[config.mk]
export PLATFORM = sky130hd
export DESIGN_NAME = resv_monitor
export DESIGN_NICKNAME = d
export VERILOG_FILES = /design/src/rtl/resv_pkg.sv /design/src/rtl/resv_line_cmp.sv /design/src/rtl/resv_state.sv /design/src/rtl/resv_monitor.sv
export SDC_FILE = /design/constraint.sdc
export NUM_CORES = 1
export LEC_CHECK = 0
export BUFFER_PORTS_ARGS = -buffer_cell sky130_fd_sc_hd__buf_2
export CORE_ASPECT_RATIO = 2
export CORE_MARGIN = 2
export CORE_UTILIZATION = 40
export DETAILED_ROUTE_END_ITERATION = 10
export GPL_TIMING_DRIVEN = 0
export PLACE_DENSITY = 0.78
export SLEW_MARGIN = 20
export SYNTH_ARGS = -nofsm -noshare
export SYNTH_HDL_FRONTEND = slang
export SYNTH_SLANG_ARGS = --single-unit
[constraint.sdc]
create_clock -name clk_i -period 1.3 [get_ports clk_i]
set_input_delay 0.065 -clock clk_i [delete_from_list [all_inputs] [get_ports clk_i]]
set_output_delay 0.065 -clock clk_i [all_outputs]
set_load 0.05 [all_outputs]
[src/rtl/resv_pkg.sv]
package resv_pkg;
  typedef enum logic [1:0] {
    OP_LOAD  = 2'b00,
    OP_STORE = 2'b01,
    OP_LINK  = 2'b10,
    OP_COND  = 2'b11
  } op_e;
endpackage

[src/rtl/resv_line_cmp.sv]
module resv_line_cmp #(
  parameter int LW = 28
) (
  input  logic          en_i,
  input  logic [LW-1:0] a_i,
  input  logic [LW-1:0] b_i,
  output logic          hit_o
);
  assign hit_o = en_i && (a_i == b_i);
endmodule

[src/rtl/resv_state.sv]
module resv_state #(
  parameter int LW = 28
) (
  input  logic          clk_i,
  input  logic          rst_ni,
  input  logic          load_i,
  input  logic          keep_i,
  input  logic [LW-1:0] line_i,
  input  logic          clr_i,
  output logic          armed_o,
  output logic [LW-1:0] line_o
);
  always_ff @(posedge clk_i or negedge rst_ni) begin
    if (!rst_ni) begin
      armed_o <= 1'b0;
      line_o  <= '0;
    end else if (load_i) begin
      armed_o <= keep_i;
      line_o  <= line_i;
    end else if (clr_i) begin
      armed_o <= 1'b0;
    end
  end
endmodule

[src/rtl/resv_monitor.sv]
module resv_monitor
  import resv_pkg::*;
#(
  parameter int AW         = 32,
  parameter int DW         = 32,
  parameter int LINE_BYTES = 16,
  localparam int OFFS      = $clog2(LINE_BYTES),
  localparam int LW        = AW - OFFS
) (
  input  logic          clk_i,
  input  logic          rst_ni,
  input  logic          req_valid_i,
  input  logic [1:0]    req_op_i,
  input  logic [AW-1:0] req_addr_i,
  input  logic [DW-1:0] req_wdata_i,
  input  logic          snoop_inv_i,
  input  logic [LW-1:0] snoop_line_i,
  input  logic          evict_i,
  input  logic [LW-1:0] evict_line_i,
  input  logic          ctx_switch_i,
  output logic          mem_re_o,
  output logic          mem_we_o,
  output logic [AW-1:0] mem_addr_o,
  output logic [DW-1:0] mem_wdata_o,
  output logic          sc_ok_o
);
  localparam int NSRC = 2;

  logic          is_ld, is_st, is_ll, is_sc;
  logic [LW-1:0] req_line, resv_line;
  logic          armed, same_line;
  logic          kill_cur, kill_new, pass, clr;
  logic [NSRC-1:0]         src_en;
  logic [NSRC-1:0][LW-1:0] src_line;
  logic [NSRC-1:0]         hit_resv, hit_req;

  assign is_ld    = req_valid_i && (req_op_i == OP_LOAD);
  assign is_st    = req_valid_i && (req_op_i == OP_STORE);
  assign is_ll    = req_valid_i && (req_op_i == OP_LINK);
  assign is_sc    = req_valid_i && (req_op_i == OP_COND);
  assign req_line = req_addr_i[AW-1:OFFS];

  assign src_en   = {evict_i, snoop_inv_i};
  assign src_line = {evict_line_i, snoop_line_i};

  // each external kill source checked against the held and the incoming line
  for (genvar g = 0; g < NSRC; g++) begin : g_src
    resv_line_cmp #(.LW(LW)) u_vs_resv (
      .en_i(src_en[g]), .a_i(src_line[g]), .b_i(resv_line), .hit_o(hit_resv[g]));
    resv_line_cmp #(.LW(LW)) u_vs_req (
      .en_i(src_en[g]), .a_i(src_line[g]), .b_i(req_line), .hit_o(hit_req[g]));
  end

  resv_line_cmp #(.LW(LW)) u_same (
    .en_i(armed), .a_i(req_line), .b_i(resv_line), .hit_o(same_line));

  assign kill_cur = ctx_switch_i || (|hit_resv);
  assign kill_new = ctx_switch_i || (|hit_req);
  // a same-cycle kill of the reserved line beats the store-conditional
  assign pass     = is_sc && same_line && !kill_cur;
  assign clr      = is_sc || (is_st && same_line) || kill_cur;

  resv_state #(.LW(LW)) u_state (
    .clk_i   (clk_i),
    .rst_ni  (rst_ni),
    .load_i  (is_ll),
    .keep_i  (!kill_new),
    .line_i  (req_line),
    .clr_i   (clr),
    .armed_o (armed),
    .line_o  (resv_line)
  );

  assign mem_re_o    = is_ld || is_ll;
  assign mem_we_o    = is_st || pass;
  assign mem_addr_o  = req_addr_i;
  assign mem_wdata_o = req_wdata_i;
  assign sc_ok_o     = pass;
endmodule

Word-level counts from Yosys, hierarchy flattened

Index checks and enable logic that the tools add are counted.

Memory bits (read-only): 0
Bits in writable memories: 0
Memories: 0
Latch bits: 0
Register bits after elaboration: 29
Word-level logic and storage cells: 36
Output and inout bits: 67

Shifts and indexed selects: 0
Bitwise logic cells: 0
Divide/modulo/power cells: 0
$mul: 0
$lt $le $gt $ge: 0
Multiplexer cells: 2
Eq/ne operators: 8
$add $sub $neg: 0
Reduce and logical (&&, ||, !) cells: 24

Operators with widths:

| kind                 | count |
|---|---|
| $eq A28 B28 Y1       | 5 |
| $logic_and A1 B1 Y1  | 12 |
| $logic_or A1 B1 Y1   | 6 |
| $eq A2 B2 Y1 const B | 2 |
| $reduce_or A2 Y1     | 2 |
| $eq A2 B1 Y1 const B | 1 |
| $logic_not A1 Y1     | 2 |
| $logic_not A2 Y1     | 1 |
| $mux W1              | 2 |
| $reduce_bool A2 Y1   | 1 |

Longest topological paths before layout

Word-level depth: 7
Mapped depth: 7
Depth with buffers taken out: 6

Hierarchy

A second synthesis with hierarchy kept.

Cells, all modules: 327
Area total of the unflattened synthesis: 3289.4 um^2

Modules (own cells, without submodules):

| module        | instances | area each (um^2) | cells an instance |
|---|---|---|---|
| resv_line_cmp | 5         | 311.5            | 38 |
| resv_state    | 1         | 1192.4           | 62 |
| resv_monitor  | 1         | 539.3            | 75 |

Worst setup path before layout

Ideal clock, no wire load.

Path kind: register -> output
From: reg u_state.line_o[5]
To: out sc_ok_o
Data required time: 1235 ps
Stages on the path, launching flop included: 6
Setup slack: -727 ps
Buffers on the path: 0
Arrival: 1962 ps
Cell sequence: dfrtp_1 > xnor2_1 > nand4_1 > nor4_2 > nand3_1 > nor4_2

Longest elaborated chain between the ends: 6
Elaborated cells on any way between the ends: 11
Those cells by class: eq/ne (3); reduce/logical (8)

RTL lines:

| what                     | RTL line           | source |
|---|---|---|
| start: declaration       | resv_state.sv:11   | `output logic [LW-1:0] line_o` |
| start signal: assignment | resv_state.sv:19   | `line_o <= line_i;` |
| $eq A28 B28 Y1           | resv_line_cmp.sv:9 | `assign hit_o = en_i && (a_i == b_i);` |
| $logic_and A1 B1 Y1      | resv_line_cmp.sv:9 |  |
| $reduce_or A2 Y1         | resv_monitor.sv:57 | `assign kill_cur = ctx_switch_i \|\| (\|hit_resv);` |
| $logic_or A1 B1 Y1       | resv_monitor.sv:57 |  |
| $logic_not A1 Y1         | resv_monitor.sv:60 | `assign pass = is_sc && same_line && !kill_cur;` |
| $logic_and A1 B1 Y1 (*)  | resv_monitor.sv:60 |  |
| end: declaration         | resv_monitor.sv:25 | `output logic sc_ok_o` |

Every way passes the cells marked *; elsewhere a longest branch is shown, timed or not.

Worst setup path in the final report

From: reg u_state.line_o[22]
To: out mem_we_o

Longest elaborated chain between the ends: 7
Elaborated cells on any way between the ends: 12
Those cells by class: eq/ne (3); reduce/logical (9)

RTL lines:

| what                    | RTL line           | source |
|---|---|---|
| $eq A28 B28 Y1          | resv_line_cmp.sv:9 |  |
| $logic_and A1 B1 Y1     | resv_line_cmp.sv:9 |  |
| $reduce_or A2 Y1        | resv_monitor.sv:57 |  |
| $logic_or A1 B1 Y1      | resv_monitor.sv:57 |  |
| $logic_not A1 Y1        | resv_monitor.sv:60 |  |
| $logic_and A1 B1 Y1 (*) | resv_monitor.sv:60 |  |
| $logic_or A1 B1 Y1 (*)  | resv_monitor.sv:75 | `assign mem_we_o = is_st \|\| pass;` |
| end: declaration        | resv_monitor.sv:22 | `output logic mem_we_o,` |

Marked as above.

==> impl_metrics.yaml <==
sta:
  worst_clock_skew_ns: 0.00221
  hold_violations: 0
  rsz0062_at_grt: "yes"
  post-route-min-period_ns: 2.14
  max_slew.worst_pin.slew_ns: 0.721
  setup_viol_count_final: 3
  postLayoutSetupSlackWorst_ns: -0.838
  slew_headroom_pct: 52.0
  period_share_pct: 164
  max_freq_mhz: 468
  timing.final.max_slew_violations: 0
worst_hold_path:
  worst_hold_startpoint: "req_addr_i[4]"
  timing.hold.worst_path_depth: 2
  whs_endpoint: "u_state.line_o[0]"
  path_type_of_the_worst_min_delay_path: "in -> reg"
die:
  core-area_um2: 7830
  initial_core_util_pct: 40.5
  die_w_um: 66.9
  die-area_um2: 8690
  die-height_um: 130
  rows: 46
  floorplan.io_pins: 195
power:
  ir_drop_uv: 784
  static_leakage_uw: 0.00202
  power.density_nw_per_um2: 1030
clocking:
  cts_inserted_buffers: 5
  clock_latency_ns: 0.28
  ctsRootBufferMaster: "sky130_fd_sc_hd__clkbuf_16"
  cts_max_path_buffers: 2
  h-tree-depth: 2
  cts_tree: "done"
  cts_num_sinks: 29
  cts.clk_slew.worst_paths_ns: 0.05
critical_path:
  cp_common_cell: "sky130_fd_sc_hd__nand4_1"
  crit-reg2reg-capture: "u_state.armed_o"
  crit_path_cell_trace: "xnor2_2, nand4_1, nor4_2, nand4_1, nand3b_1, o22ai_4, buf_6"
  worst-r2r-setup-slack_ns: -0.58
  worstSetupStartpoint: "u_state.line_o[22]"
  critPathArrivalTime_ns: 2.07
  critPathCaptureType: "output pin"
  critPathKind: "reg -> out"
  cp_slowest_stage_delay_ns: 0.44
  critical_path.startpoint_type: "register"
  r2r-start: "u_state.line_o[22]"
  crit_fanout: 4
  worst_r2r_path_depth: 7
  cpMaxStageDelayCell: "sky130_fd_sc_hd__dfrtp_2"
  critPathRequiredTime_ns: 1.24
placement:
  post_dp_cell_area_um2: 4110
  place.detailed.hpwl_mm: 7.83
  numPortBuffers: 158
  dpl.cell_count: 584
  placer_congestion_estimate: 0.895
  preCtsSetupSlack_ns: -0.615
synth:
  synth.top_cell.area_share_pct: 26.3
  netlist.top_cell.by_area: "sky130_fd_sc_hd__xnor2_1"
  post-synth-top-count-cell: "sky130_fd_sc_hd__xnor2_1"
  ys_seq_elements: 29
  synth_warnings: 0
  number_of_enable_flip_flop_cells_after_synthesis: 0
  postSynth.asyncResetShare_pct: 100
  synth_seq_area_share_pct: 22.9
  post_synth_instance_area_um2: 3170
  syn_nets: 458
  synth_cells: 330
  synth_cell_type_count: 21
  synth.area.top_cells: "sky130_fd_sc_hd__xnor2_1, sky130_fd_sc_hd__dfrtp_1, sky130_fd_sc_hd__buf_4, sky130_fd_sc_hd__xor2_1, sky130_fd_sc_hd__mux2_2"
  most_numerous_cell_types_in_the_synthesized_netlist: "sky130_fd_sc_hd__xnor2_1, sky130_fd_sc_hd__buf_4, sky130_fd_sc_hd__xor2_1"
  synthesized_area_per_cell_um2: 9.60
  synth_ff_type: "sky130_fd_sc_hd__dfrtp_1"
outcome:
  violations: "negative setup slack"
  status: "complete, but fails checks"
layout:
  finish.utilization_pct: 56.2
  instances_no_fill: 595
  antenna-diode-count: 0
  final_nets: 626
  drive_above_1_share_pct: 57.1
  syn2layout_area_growth_pct: 38.8
  total_area_of_multi_input_combinational_cells_um2: 2070
  fillerInstances: 747
  finish.instance_area_um2: 4400
  register_area_um2: 733
drt:
  ant_nets: 0
  via_density_per_instance: 4.89
  vias: 2911
  avgRoutedWirePerCell_um: 16.1
  first_pass_iters: 5
  residual_drc: 0
  wirelength_mm: 9.56
  first_iter_violations: 108
grt:
  number_of_antenna_violations_at_the_first_check_in_global_routing: 0
  globalRouteTotalUtil_pct: 21.3
  first_pass_grt_wire_length_mm: 13.6
  number_of_global_route_vias_before_repair: 2705
  grt_max_degree: 30
  grt-ovfl-total: 0
run:
  max-cap-violations: 0
-- final cells by class --
class	instances	area share, %
clock buffer	8	3.10
buffer	67	11.5
inverter	1	0.0853
sequential	29	16.7
multi-input combinational	233	47.0
tap	96	2.73
timing repair buffer	161	18.8
-- metal layers --
layer	share of wire [%]	track usage (%)	wire [µm]	vias up
met5	0	0	0	-
met4	3.1	8.16	299	0
met3	8.5	3.79	809	23
met2	49	36.2	4730	176
met1	39	26.3	3720	1314
li1	-	-	-	1398
-- where the power goes --
part | total, µW | switching, µW | leakage (µW) | internal [µW]
combinational | 2070 | 1100 | 0.00162 | 971
sequential | 1360 | 278 | 0.000339 | 1080
clock | 1110 | 395 | 0.0000652 | 711
-- critical path: cells and delay by family, from the launching register on --
kind	cells	cell delay [ns]
xor+xnor	1	0.20
simple gates	4	0.91
buf+inv	1	0.16
compound gates	1	0.09
flops	1	0.44
-- repair_timing --
action                                  CTS  global route
pin swaps                                10             5
hold buffers                              1             0
gates cloned                              0             0
hold endpoints to repair                 29             0
endpoints found under the setup margin    3             3
buffers inserted                          0             2
gates resized for setup                  15            10
-- registers in the layout (all words and copies together), names as in the netlist --
signal,flops
u_state.line_o,28
u_state.armed_o,1
-- worst max path at each step --
stage	end	slack (ns)	cells after the start
floorplan	sc_ok_o	-0.46	5
global placement	sc_ok_o	-0.61	6
detailed placement	sc_ok_o	-0.62	6
CTS	mem_we_o	-0.78	7
global route	mem_we_o	-0.93	7
finish	mem_we_o	-0.84	7
-- metrics by stage --
step           hold slack (ns)  setup TNS, ns  total power [µW]
3_3_place_gp             0.143          -1.68              3270
4_1_cts                  0.119          -1.91              4480
6_report                 0.116          -2.17              4540
5_1_grt                  0.135          -2.42              4750
3_5_place_dp             0.152          -1.68              3310
2_1_floorplan           -0.231         -0.749              2690
-- cell families after synthesis --
kind of cell | Yosys count | share of synthesized area (%)
muxes | 28 | 9.95
and+or+nand+nor | 63 | 11.9
buffers and inverters | 68 | 16.1
AOI/OAI and AO/OA | 2 | 0.434
DFF | 29 | 22.9
xor gates and xnor gates | 140 | 38.7
-- placed cells by master (no fill, tap or decap) --
master | synthesis | routed
sky130_fd_sc_hd__nand3_2 | 0 | 1
sky130_fd_sc_hd__nand3b_1 | 1 | 1
sky130_fd_sc_hd__dfrtp_2 | 0 | 6
sky130_fd_sc_hd__clkbuf_1 | 0 | 3
sky130_fd_sc_hd__nor3_1 | 1 | 1
sky130_fd_sc_hd__nand3_1 | 4 | 3
sky130_fd_sc_hd__nor4_4 | 0 | 2
sky130_fd_sc_hd__and3_2 | 1 | 1
sky130_fd_sc_hd__xnor2_1 | 95 | 84
sky130_fd_sc_hd__dlygate4sd3_1 | 0 | 1
sky130_fd_sc_hd__dfrtp_1 | 29 | 23
sky130_fd_sc_hd__and2b_2 | 0 | 1
sky130_fd_sc_hd__nand2_1 | 9 | 9
sky130_fd_sc_hd__nor2_1 | 2 | 2
sky130_fd_sc_hd__xor2_1 | 45 | 45
sky130_fd_sc_hd__buf_2 | 1 | 157
sky130_fd_sc_hd__inv_1 | 1 | 1
sky130_fd_sc_hd__nand4_1 | 26 | 26
sky130_fd_sc_hd__o31ai_2 | 0 | 1
sky130_fd_sc_hd__mux2_1 | 1 | 1
sky130_fd_sc_hd__buf_6 | 2 | 4
sky130_fd_sc_hd__mux2_2 | 27 | 27
sky130_fd_sc_hd__clkbuf_16 | 0 | 5
sky130_fd_sc_hd__xnor2_2 | 0 | 11
sky130_fd_sc_hd__buf_4 | 64 | 66
sky130_fd_sc_hd__o22ai_4 | 0 | 1
sky130_fd_sc_hd__nor4_1 | 16 | 14
sky130_fd_sc_hd__nor4_2 | 2 | 2
Power figures use the tool's default switching activity.
